--- config.mk ---
export PLATFORM = sky130hd
export DESIGN_NAME = spi_cfg_router
export DESIGN_NICKNAME = d
export VERILOG_FILES = /design/src/rtl/spi_cfg_pkg.sv /design/src/rtl/spi_cfg_sync.sv /design/src/rtl/spi_cfg_shifter.sv /design/src/rtl/spi_cfg_route.sv /design/src/rtl/spi_cfg_router.sv
export SDC_FILE = /design/constraint.sdc
export NUM_CORES = 1
export LEC_CHECK = 0
export BUFFER_PORTS_ARGS = -buffer_cell sky130_fd_sc_hd__buf_2
export CAP_MARGIN = 30
export CORE_AREA = 2 2 101 94
export DETAILED_ROUTE_END_ITERATION = 8
export DIE_AREA = 0 0 103 96
export PLACE_DENSITY = 0.82
export SYNTH_ARGS = -nofsm -noshare
export SYNTH_HDL_FRONTEND = slang
export SYNTH_SLANG_ARGS = --single-unit
export TNS_END_PERCENT = 10
--- constraint.sdc ---
create_clock -name clk -period 2.65 [get_ports clk]
set_input_delay 0.1325 -clock clk [delete_from_list [all_inputs] [get_ports clk]]
set_output_delay 0.1325 -clock clk [all_outputs]
set_load 0.05 [all_outputs]
--- src/rtl/spi_cfg_pkg.sv ---
package spi_cfg_pkg;

    localparam int CH_COUNT   = 4;
    localparam int CODE_W     = 3;
    localparam int FRAME_BITS = 24;
    localparam int REV_W      = 7;

    localparam logic [CODE_W-1:0] CODE_IDLE  = 3'd0;
    localparam logic [CODE_W-1:0] CODE_CFG   = 3'd1;
    localparam logic [CODE_W-1:0] CODE_ATT   = 3'd2;
    localparam logic [CODE_W-1:0] CODE_BCAST = 3'd3;
    localparam logic [CODE_W-1:0] CODE_CH0   = 3'd4;

    // control word, MSB first (bit 23 down to bit 0)
    typedef struct packed {
        logic [1:0]          clk_div;   // 23:22
        logic                clk_sel1;  // 21
        logic                io_rst;    // 20
        logic                dds_rst;   // 19
        logic                sync_sel;  // 18
        logic                clk_sel0;  // 17
        logic [CH_COUNT-1:0] mask_nu;   // 16:13
        logic                io_upd;    // 12
        logic                rsvd;      // 11
        logic [2:0]          profile;   // 10:8
        logic [CH_COUNT-1:0] led;       // 7:4
        logic [CH_COUNT-1:0] rf;        // 3:0
    } ctrl_t;

    // status word, MSB first
    typedef struct packed {
        logic                zero;      // 23
        logic [REV_W-1:0]    rev;       // 22:16
        logic [CH_COUNT-1:0] ifc;       // 15:12
        logic [CH_COUNT-1:0] lock;      // 11:8
        logic [CH_COUNT-1:0] smp;       // 7:4
        logic [CH_COUNT-1:0] rf;        // 3:0
    } stat_t;

endpackage

--- src/rtl/spi_cfg_sync.sv ---
module spi_cfg_sync #(
    parameter int WIDTH  = 1,
    parameter int STAGES = 2
) (
    input  logic             clk,
    input  logic             rst_n,
    input  logic [WIDTH-1:0] din,
    output logic [WIDTH-1:0] dout
);
    logic [STAGES-1:0][WIDTH-1:0] chain_d, chain_q;

    always_comb begin
        chain_d[0] = din;
        for (int s = 1; s < STAGES; s++) begin
            chain_d[s] = chain_q[s-1];
        end
    end

    always_ff @(posedge clk or negedge rst_n) begin
        if (!rst_n) chain_q <= '0;
        else        chain_q <= chain_d;
    end

    assign dout = chain_q[STAGES-1];
endmodule

--- src/rtl/spi_cfg_shifter.sv ---
module spi_cfg_shifter
    import spi_cfg_pkg::*;
#(
    parameter int BITS = FRAME_BITS
) (
    input  logic            clk,
    input  logic            rst_n,
    input  logic            sel_s,     // synchronised config select
    input  logic            sclk_s,
    input  logic            mosi_s,
    input  logic [BITS-1:0] status_i,
    output logic            miso_o,
    output logic            commit_o,
    output logic [BITS-1:0] word_o
);
    localparam int CNT_W   = $clog2(BITS + 2);
    localparam int CNT_SAT = BITS + 1;

    typedef struct packed {
        logic             sclk_prev;
        logic             sel_prev;
        logic [CNT_W-1:0] cnt;
        logic [BITS-1:0]  rx;
        logic [BITS-1:0]  tx;
        logic             commit;
        logic [BITS-1:0]  word;
    } sh_t;

    sh_t st_d, st_q;
    logic start, finish, rise, fall;

    assign start  = sel_s && !st_q.sel_prev;
    assign finish = !sel_s && st_q.sel_prev;
    assign rise   = sclk_s && !st_q.sclk_prev;
    assign fall   = !sclk_s && st_q.sclk_prev;

    always_comb begin
        st_d           = st_q;
        st_d.sclk_prev = sclk_s;
        st_d.sel_prev  = sel_s;
        st_d.commit    = 1'b0;
        if (start) begin
            st_d.tx  = status_i;
            st_d.rx  = '0;
            st_d.cnt = '0;
        end else if (sel_s) begin
            if (rise) begin
                st_d.rx = {st_q.rx[BITS-2:0], mosi_s};
                if (st_q.cnt != CNT_W'(CNT_SAT)) st_d.cnt = st_q.cnt + 1'b1;
            end
            if (fall) st_d.tx = {st_q.tx[BITS-2:0], 1'b0};
        end
        if (finish && st_q.cnt == CNT_W'(BITS)) begin
            st_d.commit = 1'b1;
            st_d.word   = st_q.rx;
        end
    end

    always_ff @(posedge clk or negedge rst_n) begin
        if (!rst_n) st_q <= '0;
        else        st_q <= st_d;
    end

    assign miso_o   = st_q.tx[BITS-1];
    assign commit_o = st_q.commit;
    assign word_o   = st_q.word;

    // a capture only follows a frame of the exact length
    a_r2_exact_len: assert property (@(posedge clk) disable iff (!rst_n)
        commit_o |-> $past(st_q.cnt) == CNT_W'(BITS));

    // the status word is loaded at the start of the frame
    a_r4_status_load: assert property (@(posedge clk) disable iff (!rst_n)
        start |=> st_q.tx == $past(status_i));

    // bit counter never passes its saturation value
    a_r3_cnt_sat: assert property (@(posedge clk) disable iff (!rst_n)
        st_q.cnt <= CNT_W'(CNT_SAT));
endmodule

--- src/rtl/spi_cfg_route.sv ---
module spi_cfg_route
    import spi_cfg_pkg::*;
(
    input  logic                clk,
    input  logic                rst_n,
    input  logic [CODE_W-1:0]   code,
    input  logic                sclk,
    input  logic                mosi,
    input  logic                cfg_miso,
    input  logic                att_miso,
    input  logic [CH_COUNT-1:0] syn_miso,
    output logic                cfg_sel,
    output logic                att_sel,
    output logic [CH_COUNT-1:0] syn_sel,
    output logic                fwd_sclk,
    output logic                fwd_mosi,
    output logic                miso
);
    logic fwd_any;
    logic [CH_COUNT-1:0] ch_hit;

    for (genvar c = 0; c < CH_COUNT; c++) begin : g_ch
        assign ch_hit[c]  = (code == CODE_CH0 + CODE_W'(c));
        assign syn_sel[c] = ch_hit[c] || (code == CODE_BCAST);
    end

    assign cfg_sel  = (code == CODE_CFG);
    assign att_sel  = (code == CODE_ATT);
    assign fwd_any  = att_sel || (|syn_sel);
    assign fwd_sclk = sclk && fwd_any;
    assign fwd_mosi = mosi && fwd_any;

    always_comb begin
        miso = 1'b0;
        if (cfg_sel)                  miso = cfg_miso;
        else if (att_sel)             miso = att_miso;
        else if (code == CODE_BCAST)  miso = syn_miso[0];
        else begin
            for (int c = 0; c < CH_COUNT; c++) begin
                if (ch_hit[c]) miso = syn_miso[c];
            end
        end
    end

    // outside broadcast at most one downstream select
    a_r7_single_sel: assert property (@(posedge clk) disable iff (!rst_n)
        (code != CODE_BCAST) |-> $onehot0({att_sel, syn_sel}));

    // broadcast raises every channel, return data from channel 0
    a_r6_bcast: assert property (@(posedge clk) disable iff (!rst_n)
        (code == CODE_BCAST) |-> (&syn_sel) && (miso == syn_miso[0]));

    // no forwarding while idle or in a configuration access
    a_r10_quiet: assert property (@(posedge clk) disable iff (!rst_n)
        (code == CODE_IDLE || code == CODE_CFG) |-> !fwd_sclk && !fwd_mosi && !att_sel && syn_sel == '0);
endmodule

--- src/rtl/spi_cfg_router.sv ---
module spi_cfg_router
    import spi_cfg_pkg::*;
#(
    parameter int              SYNC_STAGES = 2,
    parameter logic [REV_W-1:0] PROTO_REV  = 7'h08
) (
    input  logic                clk,
    input  logic                rst_n,
    input  logic [CODE_W-1:0]   host_cs,
    input  logic                host_sclk,
    input  logic                host_mosi,
    output logic                host_miso,
    output logic                att_sel,
    output logic [CH_COUNT-1:0] syn_sel,
    output logic                fwd_sclk,
    output logic                fwd_mosi,
    input  logic                att_miso,
    input  logic [CH_COUNT-1:0] syn_miso,
    input  logic [CH_COUNT-1:0] sw_ext,
    input  logic [CH_COUNT-1:0] smp_err,
    input  logic [CH_COUNT-1:0] pll_lock,
    input  logic [CH_COUNT-1:0] ifc_mode,
    output logic [CH_COUNT-1:0] rf_sw,
    output logic [CH_COUNT-1:0] led,
    output logic [2:0]          profile,
    output logic                io_update,
    output logic [CH_COUNT-1:0] mask_nu,
    output logic [1:0]          clk_sel,
    output logic                sync_sel,
    output logic                dds_rst,
    output logic                io_rst,
    output logic [1:0]          clk_div
);
    localparam int STAT_IN_W = 4 * CH_COUNT;

    logic                  cfg_sel, cfg_miso, sel_s, sclk_s, mosi_s, commit;
    logic [FRAME_BITS-1:0] word;
    logic [STAT_IN_W-1:0]  stat_raw, stat_s;
    stat_t                 status;
    ctrl_t                 ctrl_d, ctrl_q;

    spi_cfg_route u_route (
        .clk      (clk),
        .rst_n    (rst_n),
        .code     (host_cs),
        .sclk     (host_sclk),
        .mosi     (host_mosi),
        .cfg_miso (cfg_miso),
        .att_miso (att_miso),
        .syn_miso (syn_miso),
        .cfg_sel  (cfg_sel),
        .att_sel  (att_sel),
        .syn_sel  (syn_sel),
        .fwd_sclk (fwd_sclk),
        .fwd_mosi (fwd_mosi),
        .miso     (host_miso)
    );

    spi_cfg_sync #(.WIDTH(3), .STAGES(SYNC_STAGES)) u_bus_sync (
        .clk   (clk),
        .rst_n (rst_n),
        .din   ({cfg_sel, host_sclk, host_mosi}),
        .dout  ({sel_s, sclk_s, mosi_s})
    );

    assign stat_raw = {ifc_mode, pll_lock, smp_err, sw_ext};

    spi_cfg_sync #(.WIDTH(STAT_IN_W), .STAGES(SYNC_STAGES)) u_stat_sync (
        .clk   (clk),
        .rst_n (rst_n),
        .din   (stat_raw),
        .dout  (stat_s)
    );

    always_comb begin
        status      = '0;
        status.rev  = PROTO_REV;
        status.ifc  = stat_s[4*CH_COUNT-1:3*CH_COUNT];
        status.lock = stat_s[3*CH_COUNT-1:2*CH_COUNT];
        status.smp  = stat_s[2*CH_COUNT-1:CH_COUNT];
        status.rf   = stat_s[CH_COUNT-1:0] | ctrl_q.rf;
    end

    spi_cfg_shifter #(.BITS(FRAME_BITS)) u_shift (
        .clk      (clk),
        .rst_n    (rst_n),
        .sel_s    (sel_s),
        .sclk_s   (sclk_s),
        .mosi_s   (mosi_s),
        .status_i (status),
        .miso_o   (cfg_miso),
        .commit_o (commit),
        .word_o   (word)
    );

    always_comb begin
        ctrl_d = ctrl_q;
        if (commit) begin
            ctrl_d      = ctrl_t'(word);
            ctrl_d.rsvd = 1'b0;
        end
    end

    always_ff @(posedge clk or negedge rst_n) begin
        if (!rst_n) ctrl_q <= '0;
        else        ctrl_q <= ctrl_d;
    end

    for (genvar c = 0; c < CH_COUNT; c++) begin : g_rf
        assign rf_sw[c] = ctrl_q.rf[c] | sw_ext[c];
    end

    assign led       = ctrl_q.led;
    assign profile   = ctrl_q.profile;
    assign io_update = ctrl_q.io_upd;
    assign mask_nu   = ctrl_q.mask_nu;
    assign clk_sel   = {ctrl_q.clk_sel1, ctrl_q.clk_sel0};
    assign sync_sel  = ctrl_q.sync_sel;
    assign dds_rst   = ctrl_q.dds_rst;
    assign io_rst    = ctrl_q.io_rst;
    assign clk_div   = ctrl_q.clk_div;

    // control outputs hold unless a capture pulse arrives
    a_r3_hold: assert property (@(posedge clk) disable iff (!rst_n)
        !commit |=> $stable(ctrl_q));

    // the update line takes bit 12 of the captured word
    a_r9_ioupd: assert property (@(posedge clk) disable iff (!rst_n)
        commit |=> io_update == $past(word[12]));

    // the unused position is never kept
    a_r2_rsvd_clear: assert property (@(posedge clk) disable iff (!rst_n)
        ctrl_q.rsvd == 1'b0);
endmodule

# Yosys cells after proc, flatten, opt, wreduce, memory -nomap -nowiden

Cells that the tools add are included.

Add/sub/neg operators: 1
Equality and inequality tests: 9
Multiplexer cells: 13
Bitwise gates (word level): 5
Reduce and logical (&&, ||, !) cells: 24

Operators by type and width:

| cell                  | count |
|---|---|
| $mux W53              | 2 |
| $mux W29              | 1 |
| $mux W25              | 1 |
| $mux W24              | 1 |
| $eq A3 B3 Y1 const B  | 4 |
| $reduce_bool A2 Y1    | 4 |
| $logic_and A1 B1 Y1   | 7 |
| $mux W1               | 7 |
| $eq A3 B2 Y1 const B  | 2 |
| $add A5 B1 Y5 const B | 1 |
| $eq A5 B5 Y1 const B  | 1 |
| $logic_or A1 B1 Y1    | 5 |
| $mux W5               | 1 |
| $ne A5 B5 Y1 const B  | 1 |
| $logic_not A1 Y1      | 4 |
| $or A1 B1 Y1          | 4 |
| $or A4 B4 Y4          | 1 |
| $reduce_and A2 Y1     | 2 |
| $reduce_or A4 Y1      | 1 |
| $eq A3 B1 Y1 const B  | 1 |
| $reduce_and A3 Y1     | 1 |

Register bits after elaboration: 141
Input bits: 28
Output and inout port bits: 31
Word-level logic and storage cells: 74

# Depth between registers and ports, before layout

Depth after elaboration: 8
Gate-level depth with buffers: 6

# Cells and area by module

From an unflattened synthesis, not the netlist that was laid out.

Cells, all modules: 431
Area total of the unflattened synthesis: 5,828.1 µm²

By module, submodules not included:

| module                      | times used | cells an instance | area each (µm²) | sequential area each (µm²) |
|---|---|---|---|---|
| spi_cfg_shifter             | 1          | 296               | 3,674.8         | 2,001.9 |
| spi_cfg_router              | 1          | 73                | 1,027.2         | 575.6 |
| spi_cfg_sync at u_stat_sync | 1          | 32                | 800.8           | 800.8 |
| spi_cfg_route               | 1          | 24                | 175.2           | 0.0 |
| spi_cfg_sync at u_bus_sync  | 1          | 6                 | 150.1           | 150.1 |

# Worst setup path before layout

OpenSTA, ideal clock, no wires.

Path kind: input to output
From: input host_cs[0]
To: output syn_sel[1]
Arrival: 1.576 ns
Setup slack: 0.942 ns
Stages: 2
Buffers on the path: 1
Path through: clkbuf_1 a21boi_0

Longest elaborated chain between the ends: 2
Elaborated cells on any way between the ends: 3
Classes of those cells: eq/ne (2); reduce/logical (1)

RTL lines:

| item                                                | RTL line                                 | text |
|---|---|---|
| from (decl)                                         | spi_cfg_router.sv:9                      | `input logic [CODE_W-1:0] host_cs,` |
| $eq A3 B3 Y1 / $eq A3 B2 Y1 (equally long branches) | spi_cfg_route.sv:23, spi_cfg_route.sv:24 |  |
| $logic_or A1 B1 Y1 *                                | spi_cfg_route.sv:24                      | `assign syn_sel[c] = ch_hit[c] \|\| (code == CODE_BCAST);` |
| to (decl)                                           | spi_cfg_router.sv:14                     | `output logic [CH_COUNT-1:0] syn_sel,` |

Mark *: on every way between the ends. The rest lies on a longest branch, timed or not.

# Worst setup path after layout

From: register u_shift.st_q[74] (netlist name)
To: register u_shift.st_q, in the netlist u_shift.word_o[16]

Longest elaborated chain between the ends: 2

RTL lines:

| item                   | RTL line              | text |
|---|---|---|
| from (decl)            | spi_cfg_shifter.sv:29 | `sh_t st_d, st_q;` |
| from (signal assigned) | spi_cfg_shifter.sv:61 | `else st_q <= st_d;` |
| $eq A5 B5 Y1           | spi_cfg_shifter.sv:53 | `if (finish && st_q.cnt == CNT_W'(BITS)) begin` |
| $logic_and A1 B1 Y1    | spi_cfg_shifter.sv:53 |  |

No other way between the ends.
A chain may end at the register's enable or synchronous reset.

==> impl_metrics.json <==
{
  "critPathArrivalTime_ps": 2360,
  "routed_via_density": 5.37,
  "numCtsBuffers": 17,
  "cts-resized-gates": 0,
  "grt_pass1_vias": 3372,
  "drive_gt1_frac": 0.269,
  "syn_area_per_cell_sq_um": 13.0,
  "grt.total_usage": 0.225,
  "synth_edf_count": 0,
  "ys.flop_type": "dfrtp_1",
  "grt_overflow": 0,
  "wire_per_inst_um": 16.0,
  "yosysSeqAreaShare": 0.655,
  "post_cts_buffers": 0,
  "grt_first_pass_wirelength_um": 16700,
  "cts.root.buffer_cell": "clkbuf_8",
  "min_period_ps": 1950,
  "drv_slew": 0,
  "drtIter0Drc": 162,
  "yosys_warnings": 0,
  "maxCapViolations": 0,
  "start_util": 0.605,
  "antenna_cells": 0,
  "reg2reg_depth": 5,
  "path_class": "flop to flop",
  "final_util": 0.724,
  "grt_antenna_before_repair": 0,
  "tightest_slew_ps": 917,
  "hold_end": "u_bus_sync.chain_d[5]$_DFF_PN0_",
  "synth_top_area_cell": "dfrtp_1",
  "setup_viol_count_final": 0,
  "peakVddDrop_mv": 0.727,
  "hold_class": "input pin to flop",
  "die_w_um": 103,
  "num_rows": 33,
  "grt_max_degree": 74,
  "ys_ff_latch": 140,
  "core_sq_um": 8840,
  "portBuffers": 58,
  "cts.path.max_buffers": 2,
  "power.static_leakage_nw": 3.25,
  "clock-sinks": 140,
  "wirelength_um": 9830,
  "fp.dieH_um": 96,
  "yosysTopAreaCellShare": 0.655,
  "drt_first_pass_iters": 5,
  "timing.rr.start": "u_shift.st_q[74]$_DFFE_PN0P_",
  "grt_setup_unrepaired": "false",
  "fin_nets": 509,
  "synth_cell_types": 46,
  "hp-start": "host_cs[1]",
  "hold-path-cell-count": 3,
  "cp-start-kind": "flop",
  "gp_congestion": 0.752,
  "p_per_area_nw_per_um2": 752,
  "max-slew-margin-rel": 0.388,
  "via_count": 3294,
  "setup_tns_ps": 0,
  "clkLatencyLatePin_ps": 520,
  "path_clk_slew_ps": 60,
  "hold_viol": 0,
  "cts_tree": "yes",
  "cp_max_fo": 24,
  "skew_ps": 6.46,
  "status": "complete, no violations",
  "syn_to_final_growth_pct": 19.6,
  "end_kind": "flop",
  "postSynthCellCount": 410,
  "rrSetupSlack_ps": 700,
  "ant_nets": 0,
  "die-area_sq_um": 9890,
  "netlist_area_sq_um": 5350,
  "synth-async-reset-ratio": 1.00,
  "worstReg2RegEnd": "u_shift.word_o[16]$_DFFE_PN0P_",
  "ioPinCount": 59,
  "route.detailed.drc": 0,
  "synth_top_cells_by_count": "dfrtp_1, nand2_1, a21oi_1",
  "postCtsHoldBufs": 20,
  "required_ps": 3050,
  "fmax_ghz": 0.512,
  "cts_max_level": 4,
  "yosysMostFrequentCell": "dfrtp_1",
  "hpwl_um": 5700,
  "syn_nets": 441,
  "synth_area_leaders": "dfrtp_1, mux2_2, mux2_1, a21oi_1, nand2_1",
  "fin_crit_sh": 0.737
}
report_power, final:
group	internal, mW	switching (mW)
Sequential	2.22	0.0478
Clock	1.37	0.911
Combinational	0.0966	0.157
Total	3.69	1.12
through the flow:
stage | hold slack (ps) | instances | power, mW | cell area, sq um | setup WS (ps)
2_1_floorplan | -163 | 410 | 2.43 | 5350 | 942
3_3_place_gp | 184 | 561 | 2.52 | 5620 | 784
3_5_place_dp | 180 | 561 | 2.54 | 5620 | 689
4_1_cts | 0.161 | 613 | 4.83 | 6390 | 685
5_1_grt | 23.9 | 613 | 4.99 | 6390 | 573
6_report | 13.2 | 613 | 4.81 | 6390 | 696
worst max-delay path, stage by stage (launching register included):
cell,delay [ps]
dfrtp_1,420
inv_1,120
ha_1,160
nand4b_1,150
nor2_4,580
mux2_2,420
cells in the final DEF, fill, tap and decap left out, drive strengths merged, types with 9 or more instances in the layout:
cell	instances
clkbuf	19
mux2i	9
dlygate4sd3	20
inv	24
mux2	47
dfrtp	140
nand2	43
buf	63
nor2	11
o22ai	12
a21oi	37
worst max-delay path by stage:
stage | start | to | cells past startpoint
after detailed placement | u_shift.st_q[74]$_DFFE_PN0P_ | u_shift.word_o[16]$_DFFE_PN0P_ | 5
after global placement | u_shift.st_q[73]$_DFFE_PN0P_ | u_shift.word_o[16]$_DFFE_PN0P_ | 5
after global routing | u_shift.st_q[74]$_DFFE_PN0P_ | u_shift.word_o[16]$_DFFE_PN0P_ | 5
after CTS | u_shift.st_q[74]$_DFFE_PN0P_ | u_shift.word_o[16]$_DFFE_PN0P_ | 5
after floorplan | host_cs[0] | syn_sel[1] | 2
final | u_shift.st_q[74]$_DFFE_PN0P_ | u_shift.word_o[16]$_DFFE_PN0P_ | 5
state kept, by name, summed over array words and instances (netlist names):
signal	cells
io_update	1
profile	3
u_shift.st_q	54
ctrl_q	4
dds_rst	1
clk_div	2
u_stat_sync.chain_d	16
u_shift.word_o	23
io_rst	1
u_bus_sync.chain_d	3
u_shift.miso_o	1
u_shift.commit_o	1
mask_nu	4
sync_sel	1
led	4
clk_sel	2
u_bus_sync.dout	3
u_stat_sync.dout	16
routing by layer:
| metal | track usage | wire length (um) | up-vias |
|---|---|---|---|
| met5 | 0 | 0 | - |
| met4 | 0.0746 | 133 | 0 |
| met1 | 0.286 | 4110 | 1655 |
| met2 | 0.376 | 5120 | 97 |
| li1 | - | - | 1529 |
| met3 | 0.0646 | 473 | 13 |
final cells by class:
class                      count  area, sq um
clock buffer                  19          432
clock inverter                13          141
fill                         618         2440
inverter                      21         78.8
multi-input combinational    215         1540
sequential                   140         3500
tap                          122          153
timing repair buffer          83          547
cells by family (layout without fill, tap and decap cells):
kind of cell             Yosys count  count (layout)  share of synthesized area
AND/OR/NAND/NOR                   86              86                     0.0810
XOR/XNOR                           1               1                    0.00164
multiplexers                      57              57                      0.120
buffers and inverters             55             136                     0.0573
adder cells (fa/ha/maj)            3               3                    0.00702
flip-flops                       140             140                      0.655
AO/OA/AOI/OAI                     68              68                     0.0777
Note: power is estimated with default switching activity, not from simulation.
